==> config.mk <==
export PLATFORM = sky130hd
export DESIGN_NAME = byte_readout_port
export DESIGN_NICKNAME = d
export VERILOG_FILES = /design/src/rtl/brp_pkg.sv /design/src/rtl/brp_edge_sync.sv /design/src/rtl/brp_shifter.sv /design/src/rtl/brp_ready_timer.sv /design/src/rtl/byte_readout_port.sv
export SDC_FILE = /design/constraint.sdc
export NUM_CORES = 1
export LEC_CHECK = 0
export ABC_AREA = 1
export BUFFER_PORTS_ARGS = -buffer_cell sky130_fd_sc_hd__buf_2
export CORE_ASPECT_RATIO = 0.7
export CORE_MARGIN = 2
export CORE_UTILIZATION = 55
export CTS_BUF_LIST = sky130_fd_sc_hd__clkbuf_8 sky130_fd_sc_hd__clkbuf_16
export CTS_CLUSTER_SIZE = 40
export DETAILED_ROUTE_END_ITERATION = 10
export PLACE_DENSITY = 0.74
export SYNTH_ARGS = -nofsm -noshare
export SYNTH_HDL_FRONTEND = slang
export SYNTH_SLANG_ARGS = --single-unit
==> constraint.sdc <==
create_clock -name clk -period 1.7 [get_ports clk]
set_clock_uncertainty 0.05 [all_clocks]
set_input_delay 0.085 -clock clk [delete_from_list [all_inputs] [get_ports clk]]
set_output_delay 0.085 -clock clk [all_outputs]
set_load 0.05 [all_outputs]
==> src/rtl/brp_pkg.sv <==
package brp_pkg;

   // Width needed to hold values 0..n
   function automatic int cnt_w(input int n);
      int w;
      w = 1;
      while ((1 << w) <= n) w++;
      return w;
   endfunction

   typedef enum logic [1:0] {
      RD_IDLE    = 2'd0,
      RD_SHIFT   = 2'd1,
      RD_DRAINED = 2'd2
   } rd_state_t;

endpackage

==> src/rtl/brp_edge_sync.sv <==
module brp_edge_sync #(
   parameter int STAGES = 2
) (
   input  logic clk,
   input  logic rst_n,
   input  logic async_in,
   output logic rise
);
   logic [STAGES-1:0] chain;
   logic              prev_q;

   generate
      if (STAGES == 1) begin : g_single
         always_ff @(posedge clk or negedge rst_n) begin
            if (!rst_n) chain <= '0;
            else        chain <= async_in;
         end
      end else begin : g_multi
         always_ff @(posedge clk or negedge rst_n) begin
            if (!rst_n) chain <= '0;
            else        chain <= {chain[STAGES-2:0], async_in};
         end
      end
   endgenerate

   always_ff @(posedge clk or negedge rst_n) begin
      if (!rst_n) prev_q <= 1'b0;
      else        prev_q <= chain[STAGES-1];
   end

   assign rise = chain[STAGES-1] & ~prev_q;
endmodule

==> src/rtl/brp_shifter.sv <==
module brp_shifter
   import brp_pkg::*;
#(
   parameter int DATA_W = 8
) (
   input  logic              clk,
   input  logic              rst_n,
   input  logic              load,
   input  logic [DATA_W-1:0] din,
   input  logic              adv,
   output logic              ser,
   output logic              busy
);
   localparam int IDX_W = cnt_w(DATA_W);

   logic [DATA_W-1:0] hold_q;
   logic [IDX_W-1:0]  edges_q;
   rd_state_t         st;

   always_comb begin
      if (edges_q == IDX_W'(DATA_W))  st = RD_DRAINED;
      else if (edges_q == '0)         st = RD_IDLE;
      else                            st = RD_SHIFT;
   end

   always_ff @(posedge clk or negedge rst_n) begin
      if (!rst_n) begin
         hold_q  <= '1;
         edges_q <= IDX_W'(DATA_W);
      end else if (load) begin
         hold_q  <= din;
         edges_q <= '0;
      end else if (adv && st != RD_DRAINED) begin
         edges_q <= edges_q + 1'b1;
         if (edges_q < IDX_W'(DATA_W - 1))
            hold_q <= {1'b1, hold_q[DATA_W-1:1]};
      end
   end

   assign ser  = hold_q[0];
   assign busy = (st != RD_DRAINED);
endmodule

==> src/rtl/brp_ready_timer.sv <==
module brp_ready_timer
   import brp_pkg::*;
#(
   parameter int HALF_BIT_CYC = 20833
) (
   input  logic clk,
   input  logic rst_n,
   input  logic load,
   input  logic edge_seen,
   output logic ready_n
);
   localparam int TW = cnt_w(HALF_BIT_CYC);

   logic [TW-1:0] left_q;
   logic          rdy_n_q;

   always_ff @(posedge clk or negedge rst_n) begin
      if (!rst_n) begin
         rdy_n_q <= 1'b1;
         left_q  <= '0;
      end else if (load) begin
         rdy_n_q <= 1'b0;
         left_q  <= TW'(HALF_BIT_CYC);
      end else if (!rdy_n_q) begin
         if (edge_seen || left_q == TW'(1)) begin
            rdy_n_q <= 1'b1;
            left_q  <= '0;
         end else begin
            left_q <= left_q - 1'b1;
         end
      end
   end

   assign ready_n = rdy_n_q;
endmodule

==> src/rtl/byte_readout_port.sv <==
module byte_readout_port #(
   parameter int DATA_W       = 8,
   parameter int HALF_BIT_CYC = 20833,
   parameter int SYNC_STAGES  = 2
) (
   input  logic              clk,
   input  logic              rst_n,
   input  logic [DATA_W-1:0] byte_in,
   input  logic              byte_vld,
   input  logic              host_clk,
   output logic              ser_out,
   output logic              ready_n,
   output logic              overrun
);
   generate
      if (DATA_W < 2) begin : g_bad_w
         $error("DATA_W must be at least 2");
      end
      if (HALF_BIT_CYC < 2) begin : g_bad_t
         $error("HALF_BIT_CYC must be at least 2");
      end
      if (SYNC_STAGES < 1 || SYNC_STAGES > 4) begin : g_bad_s
         $error("SYNC_STAGES must be 1..4");
      end
   endgenerate

   logic host_rise;
   logic busy;
   logic ovr_q;

   brp_edge_sync #(.STAGES(SYNC_STAGES)) u_sync (
      .clk      (clk),
      .rst_n    (rst_n),
      .async_in (host_clk),
      .rise     (host_rise)
   );

   brp_shifter #(.DATA_W(DATA_W)) u_shift (
      .clk   (clk),
      .rst_n (rst_n),
      .load  (byte_vld),
      .din   (byte_in),
      .adv   (host_rise),
      .ser   (ser_out),
      .busy  (busy)
   );

   brp_ready_timer #(.HALF_BIT_CYC(HALF_BIT_CYC)) u_timer (
      .clk       (clk),
      .rst_n     (rst_n),
      .load      (byte_vld),
      .edge_seen (host_rise),
      .ready_n   (ready_n)
   );

   always_ff @(posedge clk or negedge rst_n) begin
      if (!rst_n) ovr_q <= 1'b0;
      else        ovr_q <= byte_vld & busy;
   end

   assign overrun = ovr_q;
endmodule

### Word-level counts from Yosys, hierarchy flattened

Cells that the tools add are included.

* output and inout bits: 3
* register bits after elaboration: 32
* bits of input ports: 12

* magnitude comparators: 1
* $add $sub $neg: 2
* mux-type cells: 13
* equality and inequality tests: 4
* reduce and logical (&&, ||, !) cells: 6
* bitwise operators: 3

Operators with widths (count)
* $mux W15: 3
* $mux W8: 3
* $eq A15 B1 Y1 const B: 1
* $sub A15 B1 Y15 const B: 1
* $mux W4: 2
* $add A4 B1 Y4 const B: 1
* $eq A4 B4 Y1 const B: 1
* $logic_not A4 Y1: 1
* $lt A4 B3 Y1 const B: 1
* $mux W1: 4
* $ne A2 B2 Y1 const B: 2
* $reduce_bool A2 Y1: 2
* $and A1 B1 Y1: 2
* $mux W2: 1
* $reduce_and A2 Y1: 1
* $logic_and A1 B1 Y1: 1
* $logic_or A1 B1 Y1: 1
* $not A1 Y1: 1

### Depth between registers and ports, before layout

Gate-level depths: netlist of the first run.

* word-level depth: 7
* mapped depth: 11
* mapped depth without buffers: 11

### Cells and area by module

From an unflattened synthesis of the first run, not the netlist that was laid out.

* cells, all modules: 240
* area, all modules: 1846.8 um^2

By module, submodules not included
* brp_ready_timer: instances 1, seq. area each 401.6 um^2, area an instance 1002.2 um^2, cells an instance 140
* brp_shifter: instances 1, seq. area each 311.5 um^2, area an instance 726.9 um^2, cells an instance 92
* brp_edge_sync: instances 1, seq. area each 75.1 um^2, area an instance 85.1 um^2, cells an instance 5
* byte_readout_port: instances 1, seq. area each 25.0 um^2, area an instance 32.5 um^2, cells an instance 3

### Worst setup path after synthesis of the first run

OpenSTA, ideal clock, no wires.

* path type: reg-to-reg
* start point: reg u_timer.rdy_n_q, in the netlist u_timer.ready_n
* end point: reg u_timer.left_q[1]
* slack: 0.185 ns
* cell stages (with the launch flop): 6
* path buffers: 1
* arrival: 1.382 ns
* clock period less this slack: 1.515 ns
* library setup time: 0.083 ns
* cells stage by stage: dfstp_2 buf_2 inv_1 nor2_1 nand2_1 o21ai_0

* word-level cells in the longest chain between the ends: 1

RTL lines
* start: declaration: line brp_ready_timer.sv:15 `logic rdy_n_q;`
* start signal: assignment: line brp_ready_timer.sv:19 `rdy_n_q <= 1'b1;`
* start signal: assignment: line brp_ready_timer.sv:22 `rdy_n_q <= 1'b0;`
* start signal: assignment: line brp_ready_timer.sv:26 `rdy_n_q <= 1'b1;`
* $ne A2 B2 Y1 (no source line)
* end signal: assignment: line brp_ready_timer.sv:23 `left_q <= TW'(HALF_BIT_CYC);`
* end signal: assignment: line brp_ready_timer.sv:29 `left_q <= left_q - 1'b1;`
* end: declaration: line brp_ready_timer.sv:14 `logic [TW-1:0] left_q;`

Every way passes these cells.
A chain may end at the register's enable or synchronous reset.

### Final worst setup path of the first run

* start point: reg u_timer.left_q[0]
* end point: reg u_timer.left_q[10]

* word-level cells in the longest chain between the ends: 5
* elaborated cells between the ends (all ways): 6

RTL lines
* parallel branches: the longest is 2 deep, another holds $sub A15 B1 Y15
* $mux W15 *: line brp_ready_timer.sv:25 `if (edge_seen || left_q == TW'(1)) begin`
* $mux W15 *: line brp_ready_timer.sv:24 `end else if (!rdy_n_q) begin`
* $mux W15 *: line brp_ready_timer.sv:21 `end else if (load) begin`

Mark *: on every way between the ends. The select of a mux whose other input is x is not followed.

==> results.toml, run 1 <==
[run_status]
status = "finished, final reports clean"

[pwr]
p_sw_frac = 0.2941
pwr-share-clk = 0.328
total_power_mw = 1.802
combPwrFrac = 0.179
p_seq_frac = 0.493
intPower_mw = 1.272
vdd_drop_max_mv = 0.5801
p_sw_mw = 0.5298
powerDensity_nw_per_um2 = 882.9
p_leak_nw = 1.003

[sta]
hold_viol = 0
slew_headroom = 0.5183
layout_min_cycle_time_ns = 1.495
finalCritPeriodShare = 0.8795
tightest_slew_ns = 0.7226
finalSetupTns_ns = 0
setup_viol = 0
rsz0062_at_grt = "false"
drv_slew = 0
fmax_mhz = 668.9

[critical_path]
cp.required_ns = 1.83
cp-endpoint = "u_timer.left_q[10]"
start_kind = "flop"
r2r_end = "u_timer.left_q[10]"
critical_path.endpoint_type = "flop"
reg2reg_slack_ns = 0.20
critPathMaxFanout = 4
crit_type = "reg -> reg"
rr_worst_depth = 9
arrival_ns = 1.63
cp-startpoint = "u_timer.left_q[0]"
r2r-start = "u_timer.left_q[0]"

[die]
die_w_um = 71.55
start_util = 0.5657
core-area_sq_um = 3105
dieArea_sq_um = 3669
std_cell_rows = 17
num_io_pins = 15
dieHeight_um = 51.29

[clock_network]
clkSinkCount = 32
htree_levels = 2
cts_inserted_buffers = 5
clk_path_buf_depth = 2
cts.clk_slew.worst_paths_ns = 0.07
cts_tree = "yes"
cts_hold_buf = 7
post_cts_buffers = 0
cts-root-buf = "clkbuf_8"
clkLatencyLatePin_ns = 0.28
cts_resized = 0

[yosys]
yosysWarningCount = 0
async_reset_ff_frac = 1.000
synth_top_area_share = 0.3134
synth_ff_type = "dfrtp_1"
synth_area_leader_cell = "dfrtp_1"
synth.area.top_cells = "dfrtp_1 (31%), dfstp_2 (15%), nand2_1 (14%)"
syn_area_per_cell_sq_um = 7.807
synth_cell_types = 29
ys_seq_area_frac = 0.4630
synth_area_sq_um = 1757
synth_edf_count = 0
synth_cells = 225
ys_ff_latch = 32
syn_nets = 241

[grt]
antenna_found_initial = 0
grt_pass1_vias = 1251
grt_overflow_total = 0
grt_pass1_wl_um = 5892
track_usage = 0.2137
grt_max_degree = 33

[drt]
drt_pass1_iterations = 4
drt_drc_violations_left = 0
ant_nets = 0
wl_per_cell_um = 11.67
via_count = 1425
wl_um = 3409
routed_via_density = 4.880
first_iter_violations = 99

[final_layout]
area_delta_synth_final_pct = 16.17
diodes = 0
mostFrequentLayoutCells = "nand2_1 (65), inv_1 (30), nor2_1 (28)"
fin_nets = 269
final_core_util = 0.6571
drive_gt1_frac = 0.1811
final_area_sq_um = 2041
stdcell_count = 292
layout_commonest_cell = "nand2_1"

[place]
dp_hpwl_um = 2445
dpl-instance-area_sq_um = 1881
place_congestion = 0.8828
post-place-cells = 277
port_buffers = 14

[hold_path]
hold_path_class = "in -> reg"

[job]
max_cap_viol_count = 0
[layer usage]
metal | vias up | GRT usage | share of wire
met5 | - | 0 | 0
met4 | 0 | 0.08491 | 0.016
met3 | 7 | 0.05325 | 0.034
met2 | 21 | 0.2685 | 0.40
met1 | 632 | 0.3401 | 0.55
li1 | 765 | - | -
[synth_stat cells (4+ instances only)]
library cell and n:
nor2_4 4, nand2_1 65, nor2_1 28, nand3_1 12
ha_1 4, o21ai_0 13, inv_1 28, a21oi_1 11
dfstp_2 10, dfrtp_1 22
[through the flow]
step | hold slack, ns | worst slack (ns)
finish | 0.009053 | 0.2049
global route | 0.02965 | 0.02801
global placement | 0.1283 | 0.2670
detailed placement | 0.1242 | 0.2157
floorplan | -0.2606 | 0.1852
CTS | 0.003864 | 0.2013
[cell type report]
cell class / count / area (sq um)
Timing Repair Buffer: 24 / 162.7
Multi-Input combinational cell: 161 / 815.8
Clock inverter: 2 / 7.507
Tap cell: 38 / 47.55
Sequential cell: 32 / 813.3
Fill cell: 268 / 1065
Inverter: 29 / 111.4
Clock buffer: 6 / 82.58
[power by group through the flow]
stage	combinational, mW	clock, mW	sequential [mW]
floorplan	0.215	0	0.905
global placement	0.307	0	0.899
detailed placement	0.310	0	0.899
CTS	0.325	0.603	0.887
global route	0.365	0.641	0.897
finish	0.323	0.592	0.887
[how the worst min path moves through the flow]
stage / startpoint / depth (start not counted) / endpoint
after global routing: byte_in[1] / 3 / u_shift.hold_q[1]
after global placement: rst_n / 1 / u_timer.left_q[7]
final: byte_in[1] / 3 / u_shift.hold_q[1]
after floorplan: rst_n / 0 / overrun
after CTS: byte_in[1] / 3 / u_shift.hold_q[1]
after detailed placement: rst_n / 1 / u_timer.left_q[7]
[cells by family (layout without fill, tap and decap cells)]
logic type	after synthesis	count (layout)	synth area share
and+or+nand+nor	119	119	0.3048
xor gates and xnor gates	5	5	0.02493
buffers and inverters	32	61	0.07265
DFF	32	32	0.4630
AOI/OAI and AO/OA	33	33	0.1061
adders and majority gates	4	4	0.02849
[flip-flops by register name, summed over array words and instances, names as in the netlist]
signal,cells
u_shift.hold_q,8
u_timer.ready_n,1
u_sync.prev_q,1
u_timer.left_q,15
overrun,1
u_shift.edges_q,4
u_sync.chain,2
[worst max-delay path, stage by stage, from the launching register on]
cell and delay, ns:
dfrtp_1 0.41, inv_1 0.11, ha_1 0.21, nand2_1 0.07, nor2_1 0.16, nand2_1 0.08
o21ai_0 0.14, nand2_1 0.06, nand2_1 0.06, nand2_1 0.04
No activity file was read; power rests on OpenSTA's default activity.
==> run 2: changes to the inputs <==
SYNTH_HIERARCHICAL = 1   (was unset)
==> results.toml, run 2 <==
[clock_network]
cts_inserted_buffers = 5
clkLatencyLatePin_ns = 0.28
cts.clk_slew.worst_paths_ns = 0.07
cts-root-buf = "clkbuf_8"
clkSinkCount = 32
cts_tree = "yes"
clk_path_buf_depth = 2
cts_resized = 0
htree_levels = 2
post_cts_buffers = 0

[final_layout]
nFillCells = 279
area_delta_synth_final_pct = 11.31
drive_gt1_frac = 0.2008
mostFrequentLayoutCells = "nand2_1 (82), nand3_1 (30), dfrtp_1 (22)"
diodes = 0
layout_commonest_cell = "nand2_1"
regMostFlops = "u_timer/left_q"
largestRegisters = "u_timer/left_q: 15 flops, u_shift/hold_q: 8 flops, u_shift/edges_q: 4 flops"
fin_nets = 274
largest_reg_flops = 15

[critical_path]
worst-path-buf-inv = 1
cp_slowest_cell = "dfrtp_1"
critPathMaxFanout = 5
cp_top_family = "simple AND/OR/NAND/NOR gates"
slowest_delay_ns = 0.42
start_kind = "flop"
crit_type = "reg -> reg"
arrival_ns = 1.56
cp.required_ns = 1.82
crit_chain = "inv_1, ha_1, nand3_1, nor2_1, nand3_1, nand3_1, nand2_1"
crit_top_cell = "nand3_1"
critical_path.endpoint_type = "flop"

[sta]
slew_headroom = 0.5475
setup_viol = 0
fmax_mhz = 692.7
layout_min_cycle_time_ns = 1.444
rsz0062_at_grt = "false"
drv_slew = 0
hold_viol = 0
tightest_slew_ns = 0.6788
finalSetupTns_ns = 0
finalCritPeriodShare = 0.8492

[drt]
routed_via_density = 4.980
first_iter_violations = 114
wl_um = 3396
ant_nets = 0
wl_per_cell_um = 11.43
drt_drc_violations_left = 0
drt_pass1_iterations = 4
via_count = 1479

[die]
dieHeight_um = 52.48
dieArea_sq_um = 3845
die_w_um = 73.26
num_io_pins = 15
core-area_sq_um = 3169
std_cell_rows = 17
start_util = 0.5827

[yosys]
synth_area_leader_cell = "dfrtp_1"
syn_area_per_cell_sq_um = 7.695
synth_ff_type = "dfrtp_1"
ys_seq_area_frac = 0.4404
async_reset_ff_frac = 1.000
syn_nets = 256
synth.most_common_cell = "nand2_1"
synth_area_sq_um = 1847
synth_cells = 240
synth_edf_count = 0
synth_top_area_share = 0.2981
synth_cell_types = 30
ys_top_cells_by_count = "nand2_1 (82), nand3_1 (30), dfrtp_1 (22), nor2_1 (21), inv_1 (16)"
yosysWarningCount = 6
synth.area.top_cells = "dfrtp_1 (30%), nand2_1 (17%), dfstp_2 (14%)"
ys_ff_latch = 32

[pwr]
p_leak_nw = 1.015
total_power_mw = 1.935
vdd_drop_max_mv = 0.6316
powerDensity_nw_per_um2 = 941.3

[grt]
grt_pass1_vias = 1322
track_usage = 0.2135
grt_max_degree = 33
grt_overflow_total = 0
grt_pass1_wl_um = 6085
antenna_found_initial = 0

[hold_path]
hold_path_class = "in -> reg"

[place]
port_buffers = 14
place_congestion = 0.8674
dp_hpwl_um = 2467

[run_status]
status = "finished, final reports clean"

[job]
max_cap_viol_count = 0
==> run 2: cell types whose count changed after synthesis, sizes merged, moves of 3 or more <==
cell / change
o211ai: -3
a21oi: -3
inv: -9
nand2: +19
o21ai: -7
nor2: -7
nand3: +21
==> run 2: repair_timing <==
action | in CTS | in global routing
endpoints found under the hold margin | 23 | 0
setup endpoints to repair | 0 | 0
hold buffers | 2 | 0
==> run 2: worst reg2reg max path, stage by stage (launching register included) <==
cell     delay, ns
dfrtp_1       0.42
inv_1         0.09
ha_1          0.20
nand3_1       0.18
nor2_1        0.18
nand3_1       0.08
nand3_1       0.08
nand2_1       0.05
==> run 2: worst paths after layout <==
kind,start,end,slack (ns),cells past startpoint
worst min-delay path,byte_in[2],u_shift/hold_q[2],0.06,5
worst max-delay path,u_timer/left_q[0],u_timer/left_q[12],0.26,7
worst min register to register,u_sync/chain[0],u_sync/chain[1],0.31,0
worst max register to register,u_timer/left_q[0],u_timer/left_q[12],0.26,7
max in group asynchronous,rst_n,u_shift/edges_q[2],0.83,2
min in group asynchronous,rst_n,u_timer/left_q[1],0.33,2
==> run 2: cell type report <==
| type | instances | area (sq um) | share of cell area |
|---|---|---|---|
| Sequential cell | 32 | 813.3 | 0.3956 |
| Multi-Input combinational cell | 183 | 917.1 | 0.4461 |
| Timing Repair Buffer | 16 | 90.09 | 0.04382 |
| Clock buffer | 5 | 68.82 | 0.03348 |
| Clock inverter | 3 | 38.79 | 0.01887 |
| Tap cell | 38 | 47.55 | 0.02313 |
| Inverter | 20 | 80.08 | 0.03895 |
==> run 2: power breakdown <==
part           switching (mW)  total [mW]  internal [mW]
Clock                   0.266       0.694          0.428
Sequential             0.0607       0.907          0.846
Combinational           0.215       0.334          0.119
==> run 2: kinds of logic (layout without fill, tap and decap cells) <==
| family | count (synthesis) | in the layout | share of synthesized area |
|---|---|---|---|
| buffers and inverters | 25 | 44 | 0.06301 |
| AOI/OAI and AO/OA | 19 | 19 | 0.05556 |
| xor gates and xnor gates | 5 | 5 | 0.02372 |
| adders and majority gates | 4 | 4 | 0.02710 |
| DFF | 32 | 32 | 0.4404 |
| and+or+nand+nor | 155 | 155 | 0.3902 |
==> run 2: per-stage QoR <==
stage,setup WS [ns],utilization,instances,area [sq um],hold WS (ns)
after floorplan,0.2280,-,240,1847,-0.2606
after global placement,0.3176,0.6084,287,1928,0.1266
after detailed placement,0.2675,0.6084,287,1928,0.1219
after CTS,0.2654,0.6486,297,2056,0.05411
after global routing,0.1078,0.6486,297,2056,0.08260
final,0.2564,0.6486,297,2056,0.05992
==> run 2: per-layer routing <==
metal / part of all wire / GRT usage / vias up
li1: - / - / 797
met1: 0.57 / 0.3293 / 649
met2: 0.37 / 0.2808 / 27
met3: 0.044 / 0.05192 / 6
met4: 0.014 / 0.08333 / 0
met5: 0 / 0 / -
